--- src/rtl/bwm_pkg.sv ---
package bwm_pkg;
  // width of a ones-counter that can reach n
  function automatic int cnt_bits(input int n);
    return $clog2(n + 1);
  endfunction

  // width of the row index 0..n-1
  function automatic int row_bits(input int n);
    return (n < 2) ? 1 : $clog2(n);
  endfunction
endpackage

--- src/rtl/bwm_pp_gen.sv ---
module bwm_pp_gen
  import bwm_pkg::*;
#(
  parameter int WIDTH = 8
) (
  input  logic               clk,
  input  logic               rst,
  input  logic               start,
  input  logic               x_bit,
  input  logic               y_bit,
  output logic               take,
  output logic               first,
  output logic [2*WIDTH-2:0] col_bits,
  output logic               fin,
  output logic [WIDTH-2:0]   corr_xs,
  output logic [WIDTH-2:0]   corr_ys
);
  localparam int RW   = row_bits(WIDTH);
  localparam int NCOL = 2 * WIDTH - 1;
  localparam int LAST = WIDTH - 1;

  logic [RW-1:0]    row_q, row_c;
  logic             active_q;
  logic [WIDTH-2:0] xh_q, yh_q;   // xh_q[k] = x[W-1-k], yh_q[k] = y[k]
  logic             last_c;
  logic             xs_c;
  logic [WIDTH-2:0] xlow_c;

  always_comb begin
    take   = start | active_q;
    first  = start;
    row_c  = start ? '0 : row_q;
    last_c = take && (row_c == RW'(LAST));
    xs_c   = start ? x_bit : xh_q[0];
  end

  // x magnitude bits x[0..W-2]; x[0] is the live bit in the last cycle
  for (genvar i = 0; i < WIDTH - 1; i++) begin : g_xlow
    if (i == 0) begin : g_live
      assign xlow_c[i] = x_bit;
    end else begin : g_hist
      assign xlow_c[i] = xh_q[WIDTH-1-i];
    end
  end

  // one partial-product bit per column per cycle
  for (genvar c = 0; c < NCOL; c++) begin : g_col
    logic bit_c;
    if (c == WIDTH - 1) begin : g_mid
      assign bit_c = take & x_bit & y_bit;
    end else if (c >= WIDTH) begin : g_left
      localparam int OFS = c - WIDTH + 1;
      always_comb begin
        if (take && (int'(row_c) >= OFS)) bit_c = xh_q[row_c - RW'(OFS)] & y_bit;
        else                              bit_c = 1'b0;
      end
    end else begin : g_right
      localparam int OFS = WIDTH - 1 - c;
      always_comb begin
        if (take && (int'(row_c) >= OFS)) bit_c = yh_q[row_c - RW'(OFS)] & x_bit;
        else                              bit_c = 1'b0;
      end
    end
    assign col_bits[c] = bit_c;
  end

  always_ff @(posedge clk) begin
    if (rst) begin
      row_q    <= '0;
      active_q <= 1'b0;
      fin      <= 1'b0;
      xh_q     <= '0;
      yh_q     <= '0;
      corr_xs  <= '0;
      corr_ys  <= '0;
    end else begin
      fin <= last_c;
      if (take) begin
        active_q <= !last_c;
        row_q    <= last_c ? '0 : row_c + 1'b1;
        if (!last_c) begin
          xh_q[row_c]    <= x_bit;
          yh_q[row_c]    <= y_bit;
          corr_xs[row_c] <= xs_c & y_bit;
        end else begin
          corr_ys <= xlow_c & {(WIDTH-1){y_bit}};
        end
      end
    end
  end
endmodule

--- src/rtl/bwm_col_cnt.sv ---
module bwm_col_cnt #(
  parameter int CW = 4
) (
  input  logic          clk,
  input  logic          rst,
  input  logic          clear,
  input  logic          en,
  input  logic          inc,
  output logic [CW-1:0] cnt
);
  always_ff @(posedge clk) begin
    if (rst)        cnt <= '0;
    else if (clear) cnt <= {{(CW-1){1'b0}}, inc};
    else if (en)    cnt <= cnt + {{(CW-1){1'b0}}, inc};
  end
endmodule

--- src/rtl/bwm_final.sv ---
module bwm_final
  import bwm_pkg::*;
#(
  parameter int WIDTH = 8
) (
  input  logic                                          clk,
  input  logic                                          rst,
  input  logic                                          fin,
  input  logic [2*WIDTH-2:0][cnt_bits(WIDTH)-1:0]       cnt,
  input  logic [WIDTH-2:0]                              corr_xs,
  input  logic [WIDTH-2:0]                              corr_ys,
  output logic                                          done,
  output logic [2*WIDTH-1:0]                            product
);
  localparam int CW   = cnt_bits(WIDTH);
  localparam int NCOL = 2 * WIDTH - 1;
  localparam int PW   = 2 * WIDTH;

  logic                      lat_v;
  logic [NCOL-1:0][CW-1:0]   lat_cnt;
  logic [WIDTH-2:0]          lat_xs, lat_ys;
  logic [PW-1:0]             acc_c, corr_c, sum_c;

  always_comb begin
    acc_c = '0;
    for (int c = 0; c < NCOL; c++)
      acc_c = acc_c + ({{(PW-CW){1'b0}}, lat_cnt[c]} << c);
    corr_c = ({{(WIDTH+1){1'b0}}, lat_xs} + {{(WIDTH+1){1'b0}}, lat_ys}) << WIDTH;
    sum_c  = acc_c - corr_c;
  end

  always_ff @(posedge clk) begin
    if (rst) begin
      lat_v   <= 1'b0;
      lat_cnt <= '0;
      lat_xs  <= '0;
      lat_ys  <= '0;
      done    <= 1'b0;
      product <= '0;
    end else begin
      lat_v <= fin;
      if (fin) begin
        lat_cnt <= cnt;
        lat_xs  <= corr_xs;
        lat_ys  <= corr_ys;
      end
      done <= lat_v;
      if (lat_v) product <= sum_c;
    end
  end
endmodule

--- src/rtl/bw_serial_mult.sv ---
module bw_serial_mult
  import bwm_pkg::*;
#(
  parameter int WIDTH = 8
) (
  input  logic                      clk,
  input  logic                      rst,
  input  logic                      start,
  input  logic                      x_bit,
  input  logic                      y_bit,
  output logic                      done,
  output logic signed [2*WIDTH-1:0] product
);
  localparam int CW   = cnt_bits(WIDTH);
  localparam int NCOL = 2 * WIDTH - 1;

  logic                    take, first, fin;
  logic [NCOL-1:0]         col_bits;
  logic [WIDTH-2:0]        corr_xs, corr_ys;
  logic [NCOL-1:0][CW-1:0] cnt;
  logic [2*WIDTH-1:0]      prod_u;

  bwm_pp_gen #(.WIDTH(WIDTH)) pp_i (
    .clk(clk), .rst(rst), .start(start), .x_bit(x_bit), .y_bit(y_bit),
    .take(take), .first(first), .col_bits(col_bits), .fin(fin),
    .corr_xs(corr_xs), .corr_ys(corr_ys)
  );

  for (genvar c = 0; c < NCOL; c++) begin : g_cnt
    bwm_col_cnt #(.CW(CW)) cnt_i (
      .clk(clk), .rst(rst), .clear(first), .en(take),
      .inc(col_bits[c]), .cnt(cnt[c])
    );
  end

  bwm_final #(.WIDTH(WIDTH)) fin_i (
    .clk(clk), .rst(rst), .fin(fin), .cnt(cnt),
    .corr_xs(corr_xs), .corr_ys(corr_ys),
    .done(done), .product(prod_u)
  );

  assign product = prod_u;
endmodule

--- config.mk ---
export PLATFORM = sky130hd
export DESIGN_NAME = bw_serial_mult
export DESIGN_NICKNAME = d
export VERILOG_FILES = /design/src/rtl/bwm_pkg.sv /design/src/rtl/bwm_pp_gen.sv /design/src/rtl/bwm_col_cnt.sv /design/src/rtl/bwm_final.sv /design/src/rtl/bw_serial_mult.sv
export SDC_FILE = /design/constraint.sdc
export NUM_CORES = 1
export LEC_CHECK = 0
export ABC_CLOCK_PERIOD_IN_PS = 10400
export BUFFER_PORTS_ARGS = -buffer_cell sky130_fd_sc_hd__buf_2
export CAP_MARGIN = 20
export CELL_PAD_IN_SITES_DETAIL_PLACEMENT = 1
export CELL_PAD_IN_SITES_GLOBAL_PLACEMENT = 2
export CORE_MARGIN = 3
export CORE_UTILIZATION = 44
export DETAILED_ROUTE_END_ITERATION = 10
export GPL_ROUTABILITY_DRIVEN = 0
export PLACE_DENSITY_LB_ADDON = 0.12
export SYNTH_ARGS = -nofsm -noshare
export SYNTH_HDL_FRONTEND = slang
export SYNTH_SLANG_ARGS = --single-unit
--- constraint.sdc ---
create_clock -name clk -period 10.4 [get_ports clk]
set_input_delay 1.56 -clock clk [delete_from_list [all_inputs] [get_ports clk]]
set_output_delay 1.56 -clock clk [all_outputs]
set_load 0.05 [all_outputs]
# --- Yosys cells after proc, flatten, opt, wreduce, memory -nomap -nowiden ---
# Cells that the tools add are included.
totals:
  in_bits: 5
  word_cells: 227
  register_bits: 182
op_classes:
  n_eq_ne: 1
  reduce_logical: 14
  bitwise_logic: 20
  addsub: 39
  magnitude_cmp: 16
  mux: 80
op_table:
  columns: ["cell", "n"]
  rows:
  - ["adder 4 x 1 -> 4 bit", 15]
  - ["2-to-1 mux 1 bit", 60]
  - ["adder 16 bit", 3]
  - ["binary-select mux 1 bit (select 3 bit)", 14]
  - ["< comparator 3 x 4 -> 1 bit, second input constant", 8]
  - ["bitwise mux 7 bit", 3]
  - ["bitwise AND 1 bit", 17]
  - ["adder 16 x 10 -> 16 bit", 1]
  - ["adder 16 x 11 -> 16 bit", 1]
  - ["adder 16 x 12 -> 16 bit", 1]
  - ["adder 16 x 13 -> 16 bit", 1]
  - ["adder 16 x 14 -> 16 bit", 1]
  - ["adder 16 x 15 -> 16 bit", 1]
  - ["adder 16 x 6 -> 16 bit", 1]
  - ["adder 16 x 7 -> 16 bit", 1]
  - ["adder 16 x 8 -> 16 bit", 1]
  - ["adder 16 x 9 -> 16 bit", 1]
  - ["subtractor 16 bit", 1]
  - ["greater-or-equal comparator 3 bit, second input constant", 4]
  - ["subtractor 3 bit, second input constant", 4]
  - ["logical AND 1 bit", 9]
  - ["adder 7 x 7 -> 8 bit", 1]
  - ["bitwise AND 7 bit", 1]
  - ["adder 4 x 5 -> 6 bit", 1]
  - ["other kinds (14)", 19]

# --- Depth between registers and ports, before layout ---
logic_depth:
  depth_word: 15
  depth_mapped: 16
  mapped_depth_nobuf: 16

# --- Hierarchy ---
# Synthesis repeated with hierarchy kept, for this count alone.
unflattened:
  hier_cells: 1087
  area_unflattened_um2: 10478.8
by_module_without_submodules:
  columns: ["mod", "cells_each", "area_per_inst_um2", "n_inst", "seq_area_each_um2"]
  rows:
  - ["bwm_final", 516, 5158.7, 1, 1781.7]
  - ["bwm_col_cnt", 20, 205.2, 15, 80.1]
  - ["bwm_pp_gen", 271, 2242.2, 1, 660.6]

# --- Least setup slack after synthesis ---
# No wires, ideal clock.
synth_path:
  path_type: "reg2reg"
  start: "register fin_i.lat_ys[0]"
  end: "register fin_i.product[14]"
  setup_ns: 0.117
  period_less_slack_ns: 4.246
  stages_incl_launch_ff: 15
  path_buffers: 0
  arrival_ns: 4.129
  slack_ns: 6.154
  required_time_ns: 10.283
  path_cell_list: "dfxtp_1 > ha_1 > fa_1 > a21o_1 > a21oi_1 > xnor2_1 > fa_1 > fa_1 > fa_1 > inv_1 > ha_1 > and4_1 > a221oi_1 > xnor2_1 > a22o_1"
synth_via:
  elab_chain_cells: 2
synth_rtl:
  columns: ["item", "line", "source"]
  rows:
  - ["start, declared", "bwm_final.sv:21", "logic [WIDTH-2:0] lat_xs, lat_ys;"]
  - ["start signal, assigned", "bwm_final.sv:45", "lat_ys <= corr_ys;"]
  - ["adder 7 x 7 -> 8 bit", "bwm_final.sv:28", "corr_c = ({{(WIDTH+1){1'b0}}, lat_xs} + {{(WIDTH+1){1'b0}}, lat_ys}) << WIDTH;"]
  - ["subtractor 16 bit", "bwm_final.sv:29", "sum_c = acc_c - corr_c;"]
  - ["end signal, assigned", "bwm_final.sv:48", "if (lat_v) product <= sum_c;"]
  - ["end, declared", "bwm_final.sv:13", "output logic [2*WIDTH-1:0] product"]
# No other way between the ends.
# A chain may end at the register's enable or synchronous reset.

# --- Final worst setup path ---
layout_path:
  start: "input port start"
  end: "register g_cnt[4].cnt_i.cnt[2]"
layout_via:
  elab_chain_cells: 7
layout_rtl:
  columns: ["item", "line", "source"]
  rows:
  - ["start, declared", "bw_serial_mult.sv:8", "input logic start,"]
  - ["2-to-1 mux 3 bit", "bwm_pp_gen.sv:32", "row_c = start ? '0 : row_q;"]
  - ["subtractor 3 x 2 -> 3 bit", "bwm_pp_gen.sv:60", "if (take && (int'(row_c) >= OFS)) bit_c = yh_q[row_c - RW'(OFS)] & x_bit;"]
  - ["binary-select mux 1 bit (select 3 bit)", "bwm_pp_gen.sv:60", null]
  - ["2-to-1 mux 1 bit (implied by the code)", "bwm_pp_gen.sv:60", null]
  - ["bitwise AND 1 bit", "bwm_pp_gen.sv:60", null]
  - ["2-to-1 mux 1 bit", "bwm_pp_gen.sv:60", null]
  - ["adder 4 x 1 -> 4 bit", "bwm_col_cnt.sv:14", "else if (en) cnt <= cnt + {{(CW-1){1'b0}}, inc};"]
  - ["end signal, assigned", "bwm_col_cnt.sv:13", "else if (clear) cnt <= {{(CW-1){1'b0}}, inc};"]
  - ["end signal, assigned", "bwm_col_cnt.sv:14", null]
  - ["end, declared", "bwm_col_cnt.sv:9", "output logic [CW-1:0] cnt"]
# Several ways; a longest one is shown, not always the timed one. The select of a mux whose other input is x is not followed.

==> metrics.txt <==
# TYPE chip_impl_metric gauge
chip_impl_metric{name="timing.final.setup_violations",unit=""} 0
chip_impl_metric{name="fin_crit_sh",unit=""} 0.451
chip_impl_metric{name="fin_tns_setup",unit="ns"} 0
chip_impl_metric{name="synth.cell_area",unit="um^2"} 9840
chip_impl_metric{name="die_h",unit="um"} 156
chip_impl_info{name="tritoncts",value="yes"} 1
chip_impl_metric{name="cts_repair_resize_count",unit=""} 0
chip_impl_metric{name="timing.clock.skew",unit="ns"} 0.0130
chip_impl_metric{name="number_of_enable_type_register_cells_in_the_synthesized_netlist",unit=""} 0
chip_impl_metric{name="final_net_count",unit=""} 1162
chip_impl_info{name="maxUsedRoutingLayer",value="met4"} 1
chip_impl_metric{name="wirelength",unit="mm"} 23.2
chip_impl_metric{name="detailroute.wirelength.met3",unit="um"} 505
chip_impl_metric{name="synth_async_sr_flop_share",unit=""} 0
chip_impl_info{name="critical_path.cell_chain",value="buf_2, inv_1, nand2_1, ha_1, mux2i_1, o21ai_2, nor2_1, a2111oi_4, ha_1, ha_1, nand2_1, xor2_1, nor2_1"} 1
chip_impl_metric{name="std_cell_rows",unit=""} 54
chip_impl_metric{name="holdWs",unit="ns"} 0.462
chip_impl_metric{name="timing.critical_path.required",unit="ns"} 10.69
chip_impl_metric{name="io_buffers",unit=""} 21
chip_impl_metric{name="postRouteAntennaNets",unit=""} 0
chip_impl_metric{name="design.die.area",unit="um^2"} 24200
chip_impl_metric{name="final_period_minus_worst_setup_slack",unit="ns"} 4.69
chip_impl_metric{name="ys_ff_latch",unit=""} 179
chip_impl_metric{name="irDropWorstVdd",unit="mV"} 0.0987
chip_impl_info{name="setup_repair_after_global_routing_missed_its_margin",value="false"} 1
chip_impl_metric{name="ios",unit=""} 22
chip_impl_metric{name="initialDrtViolationCount",unit=""} 299
chip_impl_metric{name="routed-via-count",unit=""} 7088
chip_impl_metric{name="worstRegToRegCells",unit=""} 16
chip_impl_metric{name="yosys_warnings",unit=""} 0
chip_impl_info{name="hp-class",value="reg -> reg"} 1
chip_impl_metric{name="hold_path_cells",unit=""} 2
chip_impl_info{name="clock_tree.root_cell",value="sky130_fd_sc_hd__clkbuf_16"} 1
chip_impl_info{name="startpoint_type",value="input port"} 1
chip_impl_info{name="synth_most_common_cell",value="sky130_fd_sc_hd__dfxtp_1"} 1
chip_impl_metric{name="max-cap-violations",unit=""} 0
chip_impl_metric{name="finalHoldViolCount",unit=""} 0
chip_impl_info{name="regToRegStartpoint",value="fin_i.lat_ys[0]"} 1
chip_impl_metric{name="rrSetupSlack",unit="ns"} 5.78
chip_impl_metric{name="maximum_number_of_pins_on_one_net_before_global_route_repair",unit=""} 78
chip_impl_info{name="synth.largest_area_cell",value="sky130_fd_sc_hd__dfxtp_1"} 1
chip_impl_metric{name="syn_to_final_growth",unit="%"} 8.38
chip_impl_metric{name="grt_util_all_layers",unit=""} 0.199
chip_impl_metric{name="layout.filler_cells",unit=""} 2498
chip_impl_metric{name="antenna_cells",unit=""} 0
chip_impl_metric{name="grt_pass1_wl",unit="mm"} 38.5
chip_impl_metric{name="timing.slew.headroom",unit=""} 0.388
chip_impl_metric{name="drv_slew",unit=""} 0
chip_impl_metric{name="drive_gt1_frac",unit=""} 0.0747
chip_impl_info{name="worst_setup_path_end_kind",value="register"} 1
chip_impl_metric{name="crit_path_largest_cell_delay",unit="ns"} 0.77
chip_impl_metric{name="wire_per_inst",unit="um"} 17.3
chip_impl_metric{name="wl_met2",unit="mm"} 11.4
chip_impl_metric{name="chipWidth",unit="um"} 156
chip_impl_info{name="hold_path.startpoint",value="pp_i.corr_ys[2]"} 1
chip_impl_metric{name="cts.path.max_buffers",unit=""} 2
chip_impl_metric{name="p_per_area",unit="nW/um^2"} 129
chip_impl_metric{name="grt_overflow",unit=""} 0
chip_impl_info{name="cpMostUsedCell",value="sky130_fd_sc_hd__ha_1"} 1
chip_impl_metric{name="drtPass1Iterations",unit=""} 4
chip_impl_metric{name="total_leakage_power",unit="nW"} 4.23
chip_impl_metric{name="cts_htree_levels",unit=""} 4
chip_impl_info{name="rr_endpoint",value="fin_i.product[15]"} 1
chip_impl_metric{name="crit_path_max_fanout",unit=""} 23
chip_impl_info{name="timing.critical_path.slowest_stage_cell",value="sky130_fd_sc_hd__ha_1"} 1
chip_impl_metric{name="timing_worst_slew_pin_value",unit="ns"} 0.919
chip_impl_metric{name="numCtsBuffers",unit=""} 17
chip_impl_metric{name="cts-hold-fix-buffers",unit=""} 0
chip_impl_info{name="worstHoldEndpoint",value="pp_i.corr_ys[2]"} 1
chip_impl_metric{name="floorplan.initialDensity",unit=""} 0.449
chip_impl_metric{name="timing.fmax",unit="MHz"} 213
chip_impl_metric{name="clk_pin_slew_worst_paths",unit="ns"} 0.07
chip_impl_metric{name="critical_path_buffer_and_inverter_count",unit=""} 2
chip_impl_info{name="dominantRegCellSynth",value="sky130_fd_sc_hd__dfxtp_1"} 1
chip_impl_metric{name="antenna_found_initial",unit=""} 0
chip_impl_metric{name="synth.yosys.seq_area_share",unit=""} 0.364
chip_impl_metric{name="worst_ep_arrival_time",unit="ns"} 4.98
chip_impl_info{name="path_delay_family",value="adder cells"} 1
chip_impl_metric{name="postCtsSetupRepairBufs",unit=""} 0
chip_impl_metric{name="wirelength_met1",unit="mm"} 10.9
chip_impl_metric{name="number_of_instances_in_the_synthesized_netlist",unit=""} 1055
chip_impl_info{name="top_post_synthesis_cells_by_count",value="179 x sky130_fd_sc_hd__dfxtp_1, 150 x sky130_fd_sc_hd__nor2_1, 120 x sky130_fd_sc_hd__mux2i_1"} 1
chip_impl_metric{name="dp.final_hpwl",unit="mm"} 16.4
chip_impl_info{name="status",value="completed"} 1
chip_impl_metric{name="post_drt_via_cell_ratio",unit=""} 5.30
chip_impl_metric{name="placeableCoreArea",unit="um^2"} 21900
chip_impl_metric{name="synth.top_cell.area_share",unit=""} 0.364
chip_impl_metric{name="grt_pass1_vias",unit=""} 7260
chip_impl_info{name="critPathKind",value="in -> reg"} 1
chip_impl_metric{name="drc_errors",unit=""} 0
chip_impl_metric{name="cts_num_sinks",unit=""} 179
chip_impl_metric{name="yosys.cell_types.count",unit=""} 65
chip_impl_info{name="leading_post_synthesis_cells_by_cell_area",value="sky130_fd_sc_hd__dfxtp_1 36%, sky130_fd_sc_hd__mux2i_1 12%, sky130_fd_sc_hd__ha_1 10%"} 1
chip_impl_metric{name="synthesis.nets",unit=""} 1172
chip_impl_metric{name="insertion_delay",unit="ns"} 0.44
chip_impl_metric{name="postSynthAreaPerCell",unit="um^2"} 9.32
[state kept, by name (all words and copies together) (netlist names)]
signal and count:
pp_i.corr_ys 7, fin_i.product 16, pp_i.row_q 3, fin_i.done 1, fin_i.lat_xs 7, pp_i.fin 1, fin_i.lat_ys 7, pp_i.yh_q 7
pp_i.xh_q 7, pp_i.active_q 1, pp_i.corr_xs 7, g_cnt.cnt_i.cnt 57, fin_i.lat_v 1, fin_i.lat_cnt 57
[report_power, final]
group          switching [mW]  internal (mW)
logic                  0.0453         0.0182
clock network           0.301          0.315
registers             0.00480          0.688
[kinds of logic after synthesis]
group	after synthesis	synth area share
and+or+nand+nor	336	0.152
DFF	179	0.364
buffers and inverters	134	0.0551
muxes	125	0.132
AOI/OAI and AO/OA	122	0.0869
adders and majority gates	112	0.168
xor gates and xnor gates	47	0.0426
[layout make-up]
cell class | count | area [um^2] | share of cell area
Clock buffer | 19 | 433 | 0.0406
Tap cell | 280 | 350 | 0.0329
Clock inverter | 13 | 121 | 0.0114
Multi-Input combinational cell | 742 | 5710 | 0.536
Timing Repair Buffer | 28 | 160 | 0.0150
Sequential cell | 179 | 3590 | 0.337
Inverter | 77 | 297 | 0.0278
[stage by stage]
step | utilization | worst slack (ns) | power, mW | cells | cell area, um^2
3_3_place_gp | 0.462 | 5.33 | 0.773 | 1306 | 10100
2_1_floorplan | - | 6.15 | 0.756 | 1055 | 9840
6_report | 0.487 | 5.71 | 1.37 | 1338 | 10700
5_1_grt | 0.487 | 5.39 | 1.43 | 1338 | 10700
4_1_cts | 0.487 | 5.70 | 1.40 | 1338 | 10700
3_5_place_dp | 0.462 | 5.29 | 0.774 | 1306 | 10100
[metal layers]
metal / vias to the layer above / track usage
met5: - / 0
met4: 0 / 0.0563
met3: 20 / 0.0264
met2: 54 / 0.340
met1: 3481 / 0.264
li1: 3533 / -
[worst min-delay path, cell delays in order (launching register included)]
cell and delay, ns:
sky130_fd_sc_hd__dfxtp_1 0.32, sky130_fd_sc_hd__nand2_1 0.05, sky130_fd_sc_hd__a21oi_1 0.05
[worst max-delay path by stage]
stage / cells past startpoint / to / slack (ns) / start
after floorplan: 14 / fin_i.product[14] / 6.15 / fin_i.lat_ys[0]
after global placement: 11 / g_cnt[6].cnt_i.cnt[1] / 5.33 / start
after detailed placement: 11 / g_cnt[6].cnt_i.cnt[1] / 5.29 / start
after CTS: 16 / fin_i.product[15] / 5.70 / fin_i.lat_ys[0]
after global routing: 13 / g_cnt[4].cnt_i.cnt[2] / 5.39 / start
final: 13 / g_cnt[4].cnt_i.cnt[2] / 5.71 / start
[layout by cell type (no fill, tap or decap), drive strengths merged, types with 4 or more instances in the layout]
master  netlist  final
nor2b         8      8
inv          77     82
o211a         8      8
a21oi        51     51
mux2i       120    120
ha           79     79
xnor2        16     16
nand3b        6      6
a211oi        6      6
nor3         10     10
nor2        150    150
fa           33     33
nor3b         4      4
nand2b        7      7
nand4        13     13
o21ai        17     17
a21o          4      4
nand3        32     32
xor2         31     31
clkbuf       36     19
a22o          4      4
o21a          7      7
nand2        91     91
clkinv        0      5
buf          21     28
dfxtp       179    179
Note: power is estimated with default switching activity, not from simulation.
